<file path="src/rtl/br_res_pkg.sv">
package br_res_pkg;
    typedef enum logic [2:0] {
        BK_COND  = 3'd0,
        BK_CALL  = 3'd1,
        BK_RET   = 3'd2,
        BK_CLOOP = 3'd3,
        BK_ISASW = 3'd4
    } br_kind_e;

    typedef enum logic {
        ST_IDLE = 1'b0,
        ST_HOLD = 1'b1
    } res_state_e;

    localparam int BUNDLE_SHIFT = 4;
    localparam logic [1:0] SLOT_LAST = 2'd2;
endpackage

</file>
<file path="src/rtl/br_target_calc.sv">
module br_target_calc #(
    parameter int ADDR_W = 64,
    parameter int DISP_W = 21
) (
    input  logic [ADDR_W-1:0] addr,
    input  logic [DISP_W-1:0] disp,
    input  logic [ADDR_W-1:0] ind_target,
    output logic [ADDR_W-1:0] rel_tgt,
    output logic [ADDR_W-1:0] ind_tgt,
    output logic [ADDR_W-1:0] base_addr,
    output logic [ADDR_W-1:0] seq_addr
);
    import br_res_pkg::*;
    localparam logic [ADDR_W-1:0] ALIGN_MASK = {{(ADDR_W-BUNDLE_SHIFT){1'b1}}, {BUNDLE_SHIFT{1'b0}}};
    localparam logic [ADDR_W-1:0] BUNDLE_BYTES = ADDR_W'(1) << BUNDLE_SHIFT;

    logic [ADDR_W-1:0] disp_ext;

    always_comb begin
        disp_ext  = {{(ADDR_W-DISP_W){disp[DISP_W-1]}}, disp};
        base_addr = addr & ALIGN_MASK;
        rel_tgt   = (addr + (disp_ext << BUNDLE_SHIFT)) & ALIGN_MASK;
        ind_tgt   = ind_target & ALIGN_MASK;
        seq_addr  = base_addr + BUNDLE_BYTES;
    end
endmodule

</file>
<file path="src/rtl/br_cond_eval.sv">
module br_cond_eval #(
    parameter int PR_W = 6,
    parameter int LC_W = 64
) (
    input  logic [2:0]      kind,
    input  logic            use_ind,
    input  logic [PR_W-1:0] qp_idx,
    input  logic            qp_val,
    input  logic [LC_W-1:0] lc,
    output logic            take,
    output logic            is_call,
    output logic            lc_dec,
    output logic            illegal,
    output logic            isa_sw
);
    import br_res_pkg::*;
    logic pred_ok;

    always_comb begin
        pred_ok = (qp_idx == '0) | qp_val;
        take    = 1'b0;
        is_call = 1'b0;
        lc_dec  = 1'b0;
        illegal = 1'b0;
        isa_sw  = 1'b0;
        case (kind)
            BK_COND:  take = pred_ok;
            BK_CALL: begin
                take    = pred_ok;
                is_call = 1'b1;
            end
            BK_RET: begin
                if (use_ind) take = pred_ok;
                else         illegal = 1'b1;
            end
            BK_CLOOP: begin
                if (!use_ind) begin
                    take   = (lc != '0);
                    lc_dec = (lc != '0);
                end else begin
                    illegal = 1'b1;
                end
            end
            BK_ISASW: isa_sw = 1'b1;
            default:  illegal = 1'b1;
        endcase
    end
endmodule

</file>
<file path="src/rtl/br_resolver.sv">
module br_resolver #(
    parameter int ADDR_W = 64,
    parameter int DISP_W = 21,
    parameter int PR_W   = 6,
    parameter int BR_W   = 3,
    parameter int LC_W   = 64,
    parameter int HINT_W = 4
) (
    input  logic              clk,
    input  logic              rst_n,
    input  logic              in_valid,
    input  logic [ADDR_W-1:0] in_bundle_addr,
    input  logic [1:0]        in_slot,
    input  logic [2:0]        in_kind,
    input  logic              in_indirect,
    input  logic [DISP_W-1:0] in_disp,
    input  logic [PR_W-1:0]   in_qp_idx,
    input  logic              in_qp_val,
    input  logic [ADDR_W-1:0] in_ind_target,
    input  logic [BR_W-1:0]   in_dst_idx,
    input  logic [LC_W-1:0]   in_lc,
    input  logic [HINT_W-1:0] in_hint,
    output logic              out_valid,
    output logic              out_taken,
    output logic [ADDR_W-1:0] out_next_addr,
    output logic [1:0]        out_next_slot,
    output logic              out_link_we,
    output logic [BR_W-1:0]   out_link_idx,
    output logic [ADDR_W-1:0] out_link_data,
    output logic              out_lc_we,
    output logic [LC_W-1:0]   out_lc_next,
    output logic              out_illegal,
    output logic              out_isa_switch
);
    import br_res_pkg::*;

    logic [ADDR_W-1:0] rel_tgt, ind_tgt, base_addr, seq_addr;
    logic take, is_call, lc_dec, illegal, isa_sw;
    logic hint_unused;
    logic [ADDR_W-1:0] nxt_addr;
    logic [1:0]        nxt_slot;
    res_state_e        state_q, state_d;

    assign hint_unused = ^in_hint;

    br_target_calc #(.ADDR_W(ADDR_W), .DISP_W(DISP_W)) u_tgt (
        .addr(in_bundle_addr), .disp(in_disp), .ind_target(in_ind_target),
        .rel_tgt(rel_tgt), .ind_tgt(ind_tgt), .base_addr(base_addr), .seq_addr(seq_addr)
    );

    br_cond_eval #(.PR_W(PR_W), .LC_W(LC_W)) u_cond (
        .kind(in_kind), .use_ind(in_indirect), .qp_idx(in_qp_idx), .qp_val(in_qp_val),
        .lc(in_lc), .take(take), .is_call(is_call), .lc_dec(lc_dec),
        .illegal(illegal), .isa_sw(isa_sw)
    );

    always_comb begin
        if (take) begin
            nxt_addr = in_indirect ? ind_tgt : rel_tgt;
            nxt_slot = 2'd0;
        end else if (in_slot >= SLOT_LAST) begin
            nxt_addr = seq_addr;
            nxt_slot = 2'd0;
        end else begin
            nxt_addr = base_addr;
            nxt_slot = in_slot + 2'd1;
        end
    end

    always_comb begin
        unique case (state_q)
            ST_IDLE: state_d = in_valid ? ST_HOLD : ST_IDLE;
            ST_HOLD: state_d = in_valid ? ST_HOLD : ST_IDLE;
            default: state_d = ST_IDLE;
        endcase
    end

    always_ff @(posedge clk) begin
        if (!rst_n) state_q <= ST_IDLE;
        else        state_q <= state_d;
    end

    assign out_valid = (state_q == ST_HOLD);

    always_ff @(posedge clk) begin
        if (!rst_n) begin
            out_taken      <= 1'b0;
            out_next_addr  <= '0;
            out_next_slot  <= 2'd0;
            out_link_we    <= 1'b0;
            out_link_idx   <= '0;
            out_link_data  <= '0;
            out_lc_we      <= 1'b0;
            out_lc_next    <= '0;
            out_illegal    <= 1'b0;
            out_isa_switch <= 1'b0;
        end else begin
            out_taken      <= in_valid & take;
            out_link_we    <= in_valid & take & is_call;
            out_lc_we      <= in_valid & lc_dec;
            out_illegal    <= in_valid & illegal;
            out_isa_switch <= in_valid & isa_sw;
            if (in_valid) begin
                out_next_addr <= nxt_addr;
                out_next_slot <= nxt_slot;
                out_link_idx  <= in_dst_idx;
                out_link_data <= seq_addr;
                out_lc_next   <= in_lc - LC_W'(1);
            end
        end
    end
endmodule

</file>
<file path="config.mk">
export PLATFORM = sky130hd
export DESIGN_NAME = br_resolver
export DESIGN_NICKNAME = d
export VERILOG_FILES = /design/src/rtl/br_res_pkg.sv /design/src/rtl/br_target_calc.sv /design/src/rtl/br_cond_eval.sv /design/src/rtl/br_resolver.sv
export SDC_FILE = /design/constraint.sdc
export NUM_CORES = 1
export LEC_CHECK = 0
export ABC_AREA = 1
export BUFFER_PORTS_ARGS = -buffer_cell sky130_fd_sc_hd__clkbuf_2
export CORE_MARGIN = 1.5
export CORE_UTILIZATION = 40
export DETAILED_ROUTE_END_ITERATION = 7
export RECOVER_POWER = 50
export SYNTH_ARGS = -nofsm -noshare
export SYNTH_HDL_FRONTEND = slang
export SYNTH_SLANG_ARGS = --single-unit
</file>
<file path="constraint.sdc">
create_clock -name clk -period 3.8 [get_ports clk]
set_input_delay 0.19 -clock clk [delete_from_list [all_inputs] [get_ports clk]]
set_output_delay 0.19 -clock clk [all_outputs]
set_load 0.05 [all_outputs]
</file>
* Yosys cells after proc, flatten, opt, wreduce, memory -nomap -nowiden
Index checks and enable logic that the tools add are counted.
Word-level totals: flip-flop bits (word level) 203, latch bits 0, RAM bits 0, memory bits (read-only) 0, input port bits 236, output and inout port bits 203, word-level logic and storage cells 46, memories 0
Cells by class: add/subtract/negate cells 4, $mul 0, div/mod/pow operators 0, order comparisons 1, equal/unequal tests 4, shift operators 0, muxes and demuxes 15, bitwise logic cells 6, reduce and logical (&&, ||, !) cells 5
Operators by type and width (count):
- $mux W64 | 3
- $add A64 B5 Y64 const B | 1
- $add A64 B64 Y64 | 1
- $reduce_bool A64 Y1 | 1
- $sub A64 B1 Y64 const B | 1
- $mux W1 | 8
- $eq A3 B2 Y1 const B | 2
- $logic_not A6 Y1 | 1
- $pmux W1 S3 | 2
- $and A1 B1 Y1 | 5
- $mux W2 | 2
- $eq A3 B1 Y1 const B | 1
- $eq A3 B3 Y1 const B | 1
- $logic_not A3 Y1 | 1
- $reduce_or A3 Y1 | 1
- $add A2 B1 Y2 const B | 1
- $ge A2 B2 Y1 const B | 1
- $reduce_or A2 Y1 | 1
- $or A1 B1 Y1 | 1

* Depth between registers and ports, before layout
depth in word-level cells 6, gate-level depth with buffers 18, gate-level depth less buffers 18

* By module
Synthesis repeated with hierarchy kept, for this count alone.
Unflattened totals: cell total of the unflattened synthesis 3463, area, all modules 19543.7 µm²
By module, submodules not included:
- br_resolver | times used 1, cells an instance 1748, area an instance 11104.4 µm²
- br_target_calc | times used 1, cells an instance 1630, area an instance 8099.0 µm²
- br_cond_eval | times used 1, cells an instance 85, area an instance 340.3 µm²

* Worst setup path before layout
OpenSTA, ideal clock, no wires.
path type in2reg, from input port in_bundle_addr[4], to register out_next_addr[60], library setup time 0.109 ns, arrival 1.805 ns, required time 3.691 ns, slack 1.886 ns, cell stages on the path 17, cell sequence ha_1 > inv_1 > fa_1 > inv_1 > nand3_1 > nand3_1 > nand2_1 > nand2_1 > nand2_1 > nand3_1 > nand2_1 > nand3_1 > nand3_1 > nand2_1 > nand3_1 > nand2_1 > inv_1
On the way: longest elaborated chain between the ends 3, elaborated cells between the ends (all ways) 5, classes of those cells 2 x add/sub; 3 x mux
RTL lines:
- from (decl) | line br_resolver.sv:12 | input logic [ADDR_W-1:0] in_bundle_addr,
- $add A64 B5 Y64 / $add A64 B64 Y64 (equally long branches) | line br_target_calc.sv:24, br_target_calc.sv:22
- $mux W64, on equally long branches | line br_resolver.sv:61, br_resolver.sv:59
- $mux W64 (*) | line br_resolver.sv:58 | if (take) begin
- to (signal assigned) | line br_resolver.sv:104 | out_next_addr <= nxt_addr;
- to (decl) | line br_resolver.sv:25 | output logic [ADDR_W-1:0] out_next_addr,
Mark *: on every way between the ends. The rest lies on a longest branch, timed or not. A chain may end at the register's enable or synchronous reset.

==> metrics <==
Largest delay share family, worst path=buffers and inverters; cts repair resizes=0; Die H=208.9 um; worst hold path class=input pin to flip-flop; antenna violations before repair=1; clk_skew=0 ns; CP arrival=3.49 ns; die width=around 210 um; via/cell ratio=5.462; Max-Cap Viols=1; synth unique cells=46; number of setup buffers added after CTS=0; first-pass GRT wire length=122600 um; Final Hold Fails=0; First-pass DRT Iterations=5; Clk pwr share=28.4%; clock root cell=clkbuf_16; cell-internal power=3.720 mW; WP data required=4.18 ns; largest net degree at the start of global routing=79; mapped cell area=approximately 17000 um2; Critical Path, Cell by Cell=buf_4 > nand2_1 > clkbuf_1 > inv_2 > buf_4 > a32o_1; Max FO, Critical Path=52; Num CTS Buffers=17; register bit total from synthesis=195; Flop pwr share=between 30% and 40%; GP Congestion=around 1.1; placed cells=3853; register area share after synthesis=23.02%; Yosys Warn Count=0; period utilization=81.69%; Slowest-stage cell, CP=clkbuf_1; CP bufs+invs=4; number of synthesized flops with an enable pin=0; vias in the first global route=between 15k and 20k; Routed Antenna Nets=0; Critical Path Start Type=input pin; drt total wl=~85000 um; grt ovf=0; WHS Endpoint=out_lc_next[3]; CTS Sinks=approximately 200; Core Box Area=41850 um2; Total Routing Usage GR=37.79%; Reg clk slew, reported paths=~0.080 ns; VDD IR-drop max=about 230 uV; Clock Latency Late Sink=roughly 0.48 ns; critical path class=input pin to flip-flop; Final setup violation count=0; Main synth FF type=dfxtp_1; area grow syn2layout=18.12%; r2r endpoint=out_link_data[27]; CP Capture Type=flip-flop; # DRC=0; via count=21.31k; Critical Path Max Stage Delay=1.25 ns; Max Freq=0.3222 GHz; share of cells above drive strength 1=9.280%; CTS max path bufs=2; slew margin rel.=-15.85%; worst r2r src=out_link_data[27]; Gate Count Post-Synth=2962; failing checks=max-capacitance violations, max-slew violations; WL per Instance=roughly 22 um; Max Slew Vio Count=38; Logic pwr share=37.8%; Worst-Margin Slew=1.738 ns; H-tree depth=4; Worst Hold Depth=3; Final nets=approximately 3.6k; Die ar.=around 44000 um2; Worst Reg2Reg Path Length in Cells=3; Switching Fraction=between 40% and 50%; PortBufs=418; TritonCTS clock tree=done; TNS Setup=0 ns; static leakage=10.06 nW; initial DRC count=2398; Initial Utilization=40.52%; R2R setup slack=2.98 ns; most frequent CP cell=buf_4; RSZ-0062 raised after global routing=false; minimum clock period=3.104 ns; hpwl dp=70900 um; number of cell rows=75; asr flop ratio synth=0%; hold path startpoint=in_lc[3]; io pins=roughly 440; Net Switching=3.041 mW; Pwr Density=approximately 340 nW/um2; Syn Area/Cell=5.725 um2; fin cells=~4k; status=finished with violations
[cells by family after synthesis]
group / share of synthesized area (%)
AO/OA/AOI/OAI: 15.73
XOR/XNOR: 5.629
adder cells (fa/ha/maj): 4.692
buffers and inverters: 11.84
flip-flops: 23.02
other: 0.02211
AND/OR/NAND/NOR: 39.07
[worst register-to-register path: stages, from the launching register on]
cell and delay (ns):
dfxtp_1 0.33, o21ai_0 0.07, or2_2 0.33, inv_1 0.05
[how the worst max path moves through the flow]
stage,from,endpoint,cells after the start
4_1_cts,in_lc[8],out_next_addr[17],17
6_report,in_valid,out_lc_next[19],6
2_1_floorplan,in_bundle_addr[4],out_next_addr[60],17
3_5_place_dp,in_disp[20],out_next_addr[60],15
3_3_place_gp,in_disp[20],out_next_addr[60],15
5_1_grt,in_valid,out_lc_next[19],6
[layout make-up]
cell class                      count  area [um2]
Inverter                          415        1560
Timing Repair Buffer              460        2220
Tap cell                          539       674.4
Antenna cell                        1       2.502
Clock buffer                       18       429.2
Fill cell                        4670       21820
Multi-Input combinational cell   2260       11080
Clock inverter                     14       161.4
Sequential cell                   195        3904
[synth_stat cells, types with 8 or more instances]
| cell | count | area share (%) |
|---|---|---|
| nor2_1 | 447 | 9.9 |
| o21bai_1 | 14 | 0.62 |
| xor2_1 | 66 | 3.4 |
| xnor2_1 | 43 | 2.2 |
| o211ai_1 | 52 | 2.3 |
| o21ai_1 | 15 | 0.44 |
| nor2_2 | 11 | 0.41 |
| a31oi_1 | 13 | 0.48 |
| nand4_1 | 34 | 1.3 |
| dfxtp_1 | 195 | 23 |
| o21ai_0 | 156 | 4.6 |
| a22o_1 | 46 | 2.4 |
| buf_4 | 12 | 0.53 |
| a21oi_1 | 144 | 4.2 |
| buf_1 | 9 | 0.20 |
| or2_2 | 8 | 0.30 |
| nor3_1 | 53 | 1.6 |
| nand2_1 | 883 | 20 |
| nor4_1 | 10 | 0.37 |
| inv_1 | 409 | 9.1 |
| ha_1 | 62 | 4.6 |
| clkbuf_1 | 68 | 1.5 |
| nand3_1 | 158 | 4.7 |
[flip-flops by register name, summed over array words and instances, names as in the netlist]
register,flops
out_link_we,1
out_next_addr,60
out_link_idx,3
out_link_data,60
out_lc_we,1
out_lc_next,64
out_taken,1
out_valid,1
out_illegal,1
out_isa_switch,1
out_next_slot,2
[timing repair]
item | CTS | global route
hold buffers | 16 | 0
endpoints found under the setup margin | 0 | 0
endpoints found under the hold margin | 15 | 0
[cells in the final DEF (no fill, tap or decap), types with 17 or more instances in the layout]
cell,Yosys,final
buf_4,12,26
nor3_1,53,53
dfxtp_1,195,195
nand3_1,158,158
a21oi_1,144,144
nand4_1,34,34
nand2_1,883,883
nor2_1,447,446
clkbuf_2,0,223
clkbuf_16,0,17
o211ai_1,52,52
ha_1,62,62
a22o_1,46,46
clkbuf_1,68,195
xnor2_1,43,43
inv_1,409,409
xor2_1,66,66
o21ai_0,156,156
[power by group through the flow]
stage | Sequential (mW) | Combinational [mW] | Clock, mW
global placement | 2.33 | 2.51 | 0
finish | 2.28 | 2.56 | 1.92
floorplan | 2.82 | 1.13 | 0
detailed placement | 2.33 | 2.52 | 0
global route | 2.30 | 2.72 | 2.00
CTS | 2.28 | 2.54 | 1.92
[stage by stage]
| step | power, mW | setup slack [ns] | hold WS, ns | utilization (%) | area (um2) |
|---|---|---|---|---|---|
| after floorplan | 3.947 | 1.886 | 0.2685 | - | 16990 |
| after global placement | 4.840 | 0.7924 | 0.4163 | 46.65 | 19520 |
| after detailed placement | 4.851 | 0.8228 | 0.4211 | 46.65 | 19520 |
| after CTS | 6.750 | 1.123 | 0.0005953 | 48.44 | 20270 |
| after global routing | 7.024 | 0.5593 | 0.01776 | 47.86 | 20030 |
| final | 6.761 | 0.6959 | 0.008429 | 47.86 | 20030 |
[metal layers]
metal	up-vias	part of all wire, %	global-route usage (%)
li1	10200	-	-
met3	177	8.2	5.651
met2	1103	44	60.62
met4	0	4.8	17.84
met5	-	0	0
met1	9833	43	49.77
No activity file was read; power rests on OpenSTA's default activity.
